<file path="src/rtl/bkup_pipe_pkg.sv">
package bkup_pipe_pkg;

  localparam int PIPE_STAGES = 3;
  localparam int SLOTS       = PIPE_STAGES + 1;
  localparam int PTR_IDX     = 0;
  localparam int IF_IDX      = 1;
  localparam int EX_IDX      = 2;
  localparam int WB_IDX      = 3;

  typedef enum logic [1:0] {
    ST_NORMAL  = 2'd0,
    ST_INVAL   = 2'd1,
    ST_RESTORE = 2'd2,
    ST_HOLD    = 2'd3
  } pipe_st_e;

  typedef enum logic [1:0] {
    OP_ADV  = 2'd0,
    OP_KILL = 2'd1,
    OP_LOAD = 2'd2,
    OP_KEEP = 2'd3
  } slot_op_e;

endpackage

</file>
<file path="src/rtl/bkup_pipe_slot.sv">
module bkup_pipe_slot
  import bkup_pipe_pkg::*;
#(
  parameter int   TAG_W = 16,
  parameter logic RST_V = 1'b0
) (
  input  logic             clk,
  input  logic             rst,
  input  slot_op_e         op,
  input  logic             nxt_v,
  input  logic [TAG_W-1:0] nxt_tag,
  output logic             cur_v,
  output logic [TAG_W-1:0] cur_tag
);

  logic             bak_v;
  logic [TAG_W-1:0] bak_tag;

  always_ff @(posedge clk) begin
    if (rst) begin
      cur_v   <= RST_V;
      cur_tag <= '0;
      bak_v   <= RST_V;
      bak_tag <= '0;
    end else begin
      case (op)
        OP_ADV: begin
          cur_v   <= nxt_v;
          cur_tag <= nxt_tag;
          bak_v   <= cur_v;
          bak_tag <= cur_tag;
        end
        OP_KILL: begin
          cur_v   <= 1'b0;
          cur_tag <= nxt_tag;
          bak_v   <= cur_v;
          bak_tag <= cur_tag;
        end
        OP_LOAD: begin
          cur_v   <= bak_v;
          cur_tag <= bak_tag;
        end
        OP_KEEP: begin
          cur_v   <= cur_v;
          cur_tag <= cur_tag;
        end
      endcase
    end
  end

endmodule

</file>
<file path="src/rtl/bkup_pipe_fsm.sv">
module bkup_pipe_fsm
  import bkup_pipe_pkg::*;
(
  input  logic     clk,
  input  logic     rst,
  input  logic     event_req,
  output pipe_st_e st_q,
  output slot_op_e op
);

  pipe_st_e st_d;

  always_comb begin
    st_d = st_q;
    op   = OP_ADV;
    case (st_q)
      ST_NORMAL: begin
        if (event_req) begin
          op   = OP_KILL;
          st_d = ST_INVAL;
        end
      end
      ST_INVAL: begin
        op   = OP_LOAD;
        st_d = ST_RESTORE;
      end
      ST_RESTORE, ST_HOLD: begin
        if (event_req) begin
          op   = OP_KEEP;
          st_d = ST_HOLD;
        end else begin
          op   = OP_ADV;
          st_d = ST_NORMAL;
        end
      end
    endcase
  end

  always_ff @(posedge clk) begin
    if (rst) st_q <= ST_NORMAL;
    else     st_q <= st_d;
  end

endmodule

</file>
<file path="src/rtl/bkup_pipe_ctrl.sv">
module bkup_pipe_ctrl
  import bkup_pipe_pkg::*;
#(
  parameter int TAG_W = 16
) (
  input  logic             clk,
  input  logic             rst,
  input  logic             fetch_en,
  input  logic             stall_req,
  input  logic             excp_req,
  output logic [TAG_W-1:0] fetch_addr,
  output logic             if_valid,
  output logic [TAG_W-1:0] if_tag,
  output logic             ex_valid,
  output logic [TAG_W-1:0] ex_tag,
  output logic             wb_valid,
  output logic [TAG_W-1:0] wb_tag,
  output logic             retire_valid,
  output logic [TAG_W-1:0] retire_tag
);

  pipe_st_e         st_q;
  slot_op_e         op;
  logic             event_req;
  logic             cur_v   [SLOTS];
  logic [TAG_W-1:0] cur_tag [SLOTS];
  logic             nxt_v   [SLOTS];
  logic [TAG_W-1:0] nxt_tag [SLOTS];

  assign event_req = stall_req | excp_req;

  bkup_pipe_fsm u_fsm (
    .clk       (clk),
    .rst       (rst),
    .event_req (event_req),
    .st_q      (st_q),
    .op        (op)
  );

  // Next-state values for an advancing edge: pointer, then a shift chain.
  always_comb begin
    nxt_v[PTR_IDX]   = 1'b1;
    nxt_tag[PTR_IDX] = cur_tag[PTR_IDX] + TAG_W'(fetch_en);
    nxt_v[IF_IDX]    = fetch_en & cur_v[PTR_IDX];
    nxt_tag[IF_IDX]  = cur_tag[PTR_IDX];
    for (int i = IF_IDX + 1; i < SLOTS; i++) begin
      nxt_v[i]   = cur_v[i-1];
      nxt_tag[i] = cur_tag[i-1];
    end
  end

  for (genvar g = 0; g < SLOTS; g++) begin : g_slot
    if (g == PTR_IDX) begin : g_ptr
      bkup_pipe_slot #(.TAG_W(TAG_W), .RST_V(1'b1)) u_slot (
        .clk     (clk),
        .rst     (rst),
        .op      (op),
        .nxt_v   (nxt_v[g]),
        .nxt_tag (nxt_tag[g]),
        .cur_v   (cur_v[g]),
        .cur_tag (cur_tag[g])
      );
    end else begin : g_stage
      bkup_pipe_slot #(.TAG_W(TAG_W), .RST_V(1'b0)) u_slot (
        .clk     (clk),
        .rst     (rst),
        .op      (op),
        .nxt_v   (nxt_v[g]),
        .nxt_tag (nxt_tag[g]),
        .cur_v   (cur_v[g]),
        .cur_tag (cur_tag[g])
      );
    end
  end

  // Write back happens only on advancing edges, and only for valid entries.
  always_ff @(posedge clk) begin
    if (rst) begin
      retire_valid <= 1'b0;
      retire_tag   <= '0;
    end else begin
      retire_valid <= (op == OP_ADV) && cur_v[WB_IDX];
      retire_tag   <= cur_tag[WB_IDX];
    end
  end

  assign fetch_addr = cur_tag[PTR_IDX];
  assign if_valid   = cur_v[IF_IDX];
  assign if_tag     = cur_tag[IF_IDX];
  assign ex_valid   = cur_v[EX_IDX];
  assign ex_tag     = cur_tag[EX_IDX];
  assign wb_valid   = cur_v[WB_IDX];
  assign wb_tag     = cur_tag[WB_IDX];

endmodule

</file>
<file path="config.mk">
export PLATFORM = sky130hd
export DESIGN_NAME = bkup_pipe_ctrl
export DESIGN_NICKNAME = d
export VERILOG_FILES = /design/src/rtl/bkup_pipe_pkg.sv /design/src/rtl/bkup_pipe_slot.sv /design/src/rtl/bkup_pipe_fsm.sv /design/src/rtl/bkup_pipe_ctrl.sv
export SDC_FILE = /design/constraint.sdc
export NUM_CORES = 1
export LEC_CHECK = 0
export ABC_AREA = 1
export BUFFER_PORTS_ARGS = -buffer_cell sky130_fd_sc_hd__buf_2
export CORE_AREA = 2 2 118 120
export CTS_CLUSTER_DIAMETER = 50
export DETAILED_ROUTE_END_ITERATION = 10
export DIE_AREA = 0 0 120 122
export PLACE_DENSITY_LB_ADDON = 0.25
export SKIP_LAST_GASP = 1
export SLEW_MARGIN = 20
export SYNTH_ARGS = -nofsm -noshare
export SYNTH_HDL_FRONTEND = slang
export SYNTH_HIERARCHICAL = 1
export SYNTH_SLANG_ARGS = --single-unit
</file>
<file path="constraint.sdc">
create_clock -name clk -period 2.5 [get_ports clk]
set_clock_uncertainty 0.05 [all_clocks]
set_input_delay 0.125 -clock clk [delete_from_list [all_inputs] [get_ports clk]]
set_output_delay 0.125 -clock clk [all_outputs]
set_load 0.02 [all_outputs]
</file>
### Word-level counts from Yosys, hierarchy flattened

Index checks and enable logic that the tools add are counted.

| word-level totals | value |
|---|---|
| flip-flop bits (word level) | 155 |
| input port bits | 5 |
| output and inout port bits | 84 |
| word-level logic and storage cells | 47 |

| operators by class | value |
|---|---|
| $add $sub $neg | 1 |
| equal/unequal tests | 7 |
| multiplexer cells | 13 |
| bitwise logic cells | 2 |
| reductions and logical operators | 5 |

Operators by type and width:

| kind | number |
|---|---|
| 16-bit case mux with 2 select lines | 4 |
| 16-bit by 1-bit adder with 16-bit output | 1 |
| 1-bit case mux with 3 select lines | 4 |
| 2-bit case mux with 3 select lines | 2 |
| 2-bit == test, second input constant | 4 |
| 2-bit by 1-bit == test with 1-bit output, second input constant | 2 |
| 2-bit logical NOT | 2 |
| 2-bit two-way mux | 2 |
| 2-bit OR reduction | 2 |
| 2-bit != test, second input constant | 1 |
| 1-bit AND | 1 |
| 1-bit logical AND | 1 |
| 1-bit two-way mux | 1 |
| 1-bit bitwise OR | 1 |

### Depth between registers and ports, before layout

| depth | value |
|---|---|
| depth after elaboration | 6 |
| gate-level depth with buffers | 13 |
| mapped depth without buffers | 12 |

### Hierarchy

Netlist, hierarchy kept.

Modules (own cells, without submodules):

| module | instances | cells an instance | area an instance (sq um) | sequential area each (sq um) |
|---|---|---|---|---|
| bkup_pipe_slot (g_slot[1].g_stage.u_slot ...) | 3 | 182 | 1463.9 | 680.7 |
| bkup_pipe_slot (g_slot[0].g_ptr.u_slot) | 1 | 259 | 1774.2 | 680.7 |
| bkup_pipe_ctrl | 1 | 130 | 913.4 | 340.3 |
| bkup_pipe_fsm | 1 | 11 | 86.3 | 40.0 |

### Worst setup path before layout

OpenSTA, ideal clock, no wires.

| timing | value |
|---|---|
| kind | flip-flop to flip-flop |
| start point | register u_fsm.st_q[1] |
| end point | register g_slot[1].g_stage.u_slot.bak_tag[10] |
| library setup time | 0.118 ns |
| data arrival time | 1.561 ns |
| data required time | 2.332 ns |
| slack | 0.771 ns |
| stages on the path, launching flop included | 11 |
| path buffers | 2 |
| clock period less this slack | 1.729 ns |
| cell sequence | dfxtp_1 > inv_1 > nand2_2 > nand2_2 > inv_1 > inv_1 > ha_1 > buf_6 > buf_2 > nor3_1 > nor2_1 |

| on the way | value |
|---|---|
| longest elaborated chain between the ends | 5 |
| elaborated cells between the ends (all ways) | 9 |
| classes of those cells | eq/ne: 4; mux: 1; reduce/logical: 4 |

RTL lines:

| element | RTL line | RTL |
|---|---|---|
| start, declared | bkup_pipe_fsm.sv:7 | `output pipe_st_e st_q,` |
| start signal, assigned | bkup_pipe_fsm.sv:41 | `else st_q <= st_d;` |
| 2-bit == test | bkup_pipe_fsm.sv:16 | `case (st_q)` |
| 2-bit OR reduction | bkup_pipe_fsm.sv:16 |  |
| 2-bit case mux with 3 select lines * | bkup_pipe_fsm.sv:16 |  |
| net op[0] | bkup_pipe_ctrl.sv:23 | `slot_op_e op;` |
| 2-bit by 1-bit == test with 1-bit output or 2-bit logical NOT (tied branches) | bkup_pipe_slot.sv:26 | `case (op)` |
| 2-bit OR reduction (no line) * | - |  |
| end signal, assigned | bkup_pipe_slot.sv:31 | `bak_tag <= cur_tag;` |
| end signal, assigned | bkup_pipe_slot.sv:37 | `bak_tag <= cur_tag;` |
| end, declared | bkup_pipe_slot.sv:17 | `logic [TAG_W-1:0] bak_tag;` |

The timed path passes the listed nets; every way through them passes the cells marked *.
A chain may end at the register's enable or synchronous reset.

### Worst setup path after layout

| timing | value |
|---|---|
| start point | input port excp_req |
| end point | register g_slot[0].g_ptr.u_slot.cur_tag[6] |

| on the way | value |
|---|---|
| longest elaborated chain between the ends | 6 |
| elaborated cells between the ends (all ways) | 10 |
| classes of those cells | eq/ne: 3; mux: 4; bitwise: 1; reduce/logical: 2 |

RTL lines:

| element | RTL line | RTL |
|---|---|---|
| start, declared | bkup_pipe_ctrl.sv:10 | `input logic excp_req,` |
| 1-bit bitwise OR * | bkup_pipe_ctrl.sv:30 | `assign event_req = stall_req \| excp_req;` |
| net event_req | bkup_pipe_ctrl.sv:24 | `logic event_req;` |
| 2-bit two-way mux or 1-bit two-way mux (tied branches) | bkup_pipe_fsm.sv:28, bkup_pipe_fsm.sv:18 |  |
| 2-bit case mux with 3 select lines * | bkup_pipe_fsm.sv:16 |  |
| net op[0] | bkup_pipe_ctrl.sv:23 |  |
| 2-bit by 1-bit == test with 1-bit output or 2-bit logical NOT (tied branches) | bkup_pipe_slot.sv:26 |  |
| 2-bit OR reduction (no line) | - |  |
| 16-bit case mux with 2 select lines | bkup_pipe_slot.sv:26 |  |
| end signal, assigned | bkup_pipe_slot.sv:29 | `cur_tag <= nxt_tag;` |
| end signal, assigned | bkup_pipe_slot.sv:35 | `cur_tag <= nxt_tag;` |
| end signal, assigned | bkup_pipe_slot.sv:41 | `cur_tag <= bak_tag;` |
| end, declared | bkup_pipe_slot.sv:13 | `output logic [TAG_W-1:0] cur_tag` |

Marks and branches as above.

==> qor.csv <==
metric;value;unit
run status;complete, no violations;
Die Height;122;µm
Leak;3.811;nW
HP Class;input port to register;
Max stage delay on crit path;0.53;ns
Worst slew margin;0.5905;
root buffer cell;clkbuf_16;
HP Start;stall_req;
CTS tree;done;
first-iteration detailed-routing DRC count;505;
proportion of layout cells with a drive suffix above 1;0.1934;
number of enable flip-flop cells after synthesis;0;
Synth Area in Simple Gates;0.2602;
Post-synth ARST share;0;
1st-pass router iterations;5;
count of cell types in the netlist;34;
highest net fanout along the worst path;10;
maxcap violations;0;
Clk Latency, worst-skew pair;0.43;ns
Yosys top cell by area;dfxtp_1;
delay-heaviest family, CP;buffers and inverters;
CP Launch Point;excp_req;
Avg Cell Area, Syn;7.575;µm²
Area Growth Syn to Fin;13.93;%
post-synthesis mux area share;0;
Synth Area in XOR/XNOR;0.009778;
clk buf depth;2;
required time worst endpoint;2.83;ns
Post-CTS Setup Bufs;0;
total power;7.368;mW
CTS Buf Count;17;
Detail Route Antenna Nets;0;
Synth Cell Area;7166;µm²
Peak supply drop;787.7;µV
first-pass GRT wire length;27.28;mm
GPL Wtd Cong;0.8168;
sequential element share of the synthesized area;0.4330;
Core Region;13500;µm²
Via Count;6153;
maximum number of pins on one net before global-route repair;35;
CP Capture Type;register;
vias in the first global route;5497;
# diodes;0;
Post-synth top cells;nand2_1, dfxtp_1, nor2_1, a21oi_1, inv_1;
Die ar.;14640;µm²
Die Wd;120;µm
most numerous cell in the Yosys netlist;nand2_1;
Reg2Reg Setup Slack;0.50;ns
HPWL after DPL;10.90;mm
Top FF cell, synth;dfxtp_1;
initial antenna violation count;0;
Synth top area share;0.4330;
Slew Viols, Final;0;
Least-Margin Pin Slew;0.6142;ns
CP arrival;2.45;ns
synthesis-stage register bit count;155;
Top cell by count, worst path;inv_1;
total power density per cell area;902.5;nW/µm²
Cell Chain, Critical Path;dlygate4sd3_1, buf_2, or2_2, nand2_2, inv_1, inv_1, ha_1, buf_4, nand2_1, nand3_2, nand2_1, inv_1;
setup TNS;0;ns
Synthesis Warnings;6;
port buffer count;88;
total gr overflow;0;
Final setup viols;0;
# H-tree levels;4;
Post-Route WL;16.46;mm
Residual DRC;0;
Worst-path clk slew;0.07;ns
WP buf/inv;6;
vias per cell;5.089;
crit start category;input port;
largest family of logic cells by synthesized area;simple AND/OR/NAND/NOR gates;
Final Hold Viols;0;
Final Critical Period;2.119;ns
# rows;43;
GRT Util Overall;0.2317;
clock sinks;155;
RSZ-0062 raised after global routing;false;
Syn Nets;974;
CP Class;input port to register;
drt wl/cell;13.61;µm
slowest cell on the critical path;dlygate4sd3_1;
adder-cell share of the synthesized area;0.04016;
final net count;1044;
complex-gate fraction of the synthesized area;0.1434;
Ports;89;
cell count after synthesis;946;
crit share post-route;0.8476;
top cells by area, synth;dfxtp_1, nand2_1, nor2_1;
f_max;471.9;MHz
reg-to-reg critical path startpoint;u_fsm/st_q[1]$_SDFFE_PP0P_;
Initial Util;0.5306;
[layout by cell type (no fill, tap or decap), types with 3 or more instances in the layout]
cell,netlist,routed
ha_1,23,22
nand4_1,4,4
xnor2_1,3,3
nand3_2,11,11
buf_2,20,88
nand2_1,157,157
o21ai_2,3,3
buf_4,15,16
clkinv_2,3,3
inv_1,72,72
inv_8,0,5
nor2_8,3,3
a21oi_1,98,98
nor3_1,51,51
o21ai_1,38,38
nand2_2,17,17
dfxtp_1,155,155
inv_6,1,7
clkbuf_16,0,17
nor2_2,7,7
o21ai_0,64,64
nor2_4,4,4
inv_4,3,3
nor2_1,144,144
xor2_1,5,5
nand3_1,13,13
inv_2,5,5
[final cells by class]
class,instances,area [µm²]
Clock buffer,17,425.4
Clock inverter,15,193.9
Fill cell,1221,5340
Inverter,85,340.3
Multi-Input combinational cell,649,3256
Sequential cell,155,3103
Tap cell,180,225.2
Timing Repair Buffer,108,620.6
[worst min-delay path, delay by kind of cell]
kind / cells / cell delay (ns)
AOI/OAI and AO/OA: 1 / 0.14
buffers and inverters: 1 / 0.07
and+or+nand+nor: 2 / 0.17
[metrics by stage]
step / hold WS (ns) / instances / worst slack [ns] / utilization / instance area [µm²]
CTS: 0.04951 / 1209 / 0.1742 / 0.6044 / 8162
floorplan: 0.1419 / 946 / 0.7711 / - / 7166
global placement: 0.3891 / 1175 / 0.3067 / 0.5570 / 7522
detailed placement: 0.3881 / 1175 / 0.2405 / 0.5570 / 7522
finish: 0.06594 / 1209 / 0.3809 / 0.6046 / 8164
global route: 0.08795 / 1209 / 0.2386 / 0.6046 / 8164
[registers in the layout, summed over array words and instances, names as in the netlist, 2 cells and up]
| signal | count |
|---|---|
| retire_tag | 16 |
| g_slot.g_stage.u_slot/bak_tag | 48 |
| g_slot.g_stage.u_slot/bak_v | 3 |
| g_slot.g_ptr.u_slot/bak_tag | 16 |
| u_fsm/st_q | 2 |
| g_slot.g_ptr.u_slot/cur_tag | 16 |
| g_slot.g_stage.u_slot/cur_tag | 48 |
| g_slot.g_stage.u_slot/cur_v | 3 |
[final timing paths]
kind                                                            end  cells after the start
setup / recovery     g_slot[0].g_ptr.u_slot/cur_tag[6]$_SDFFE_PP0P_                     12
hold / removal                           u_fsm/st_q[1]$_SDFFE_PP0P_                      4
hold reg to reg                            retire_tag[2]$_SDFF_PP0_                      2
setup reg to reg  g_slot[1].g_stage.u_slot/cur_tag[11]$_SDFFE_PP0P_                      8
[report_power, final]
group          switching, mW  internal, mW
Clock                   1.16          1.53
Sequential             0.292          2.80
Combinational           1.02         0.566
[metal layers]
layer  wire length, µm  track usage  vias up
met5                 0            0        -
met4               168      0.06838        0
met3               872      0.05946       12
met2              7908       0.3871      150
met1              7507       0.2958     2806
li1                  -            -     3185
[what timing repair did]
action,in CTS,in global routing
hold buffers,2,0
hold endpoints to repair,1,0
gates resized for setup,0,1
setup endpoints to repair,0,2
[cells by family after synthesis]
logic type	after synthesis
other cells	1
fa+ha+maj	23
buf+inv	142
compound gates	203
flops	155
simple gates	414
xor+xnor	8
Power figures use the tool's default switching activity.
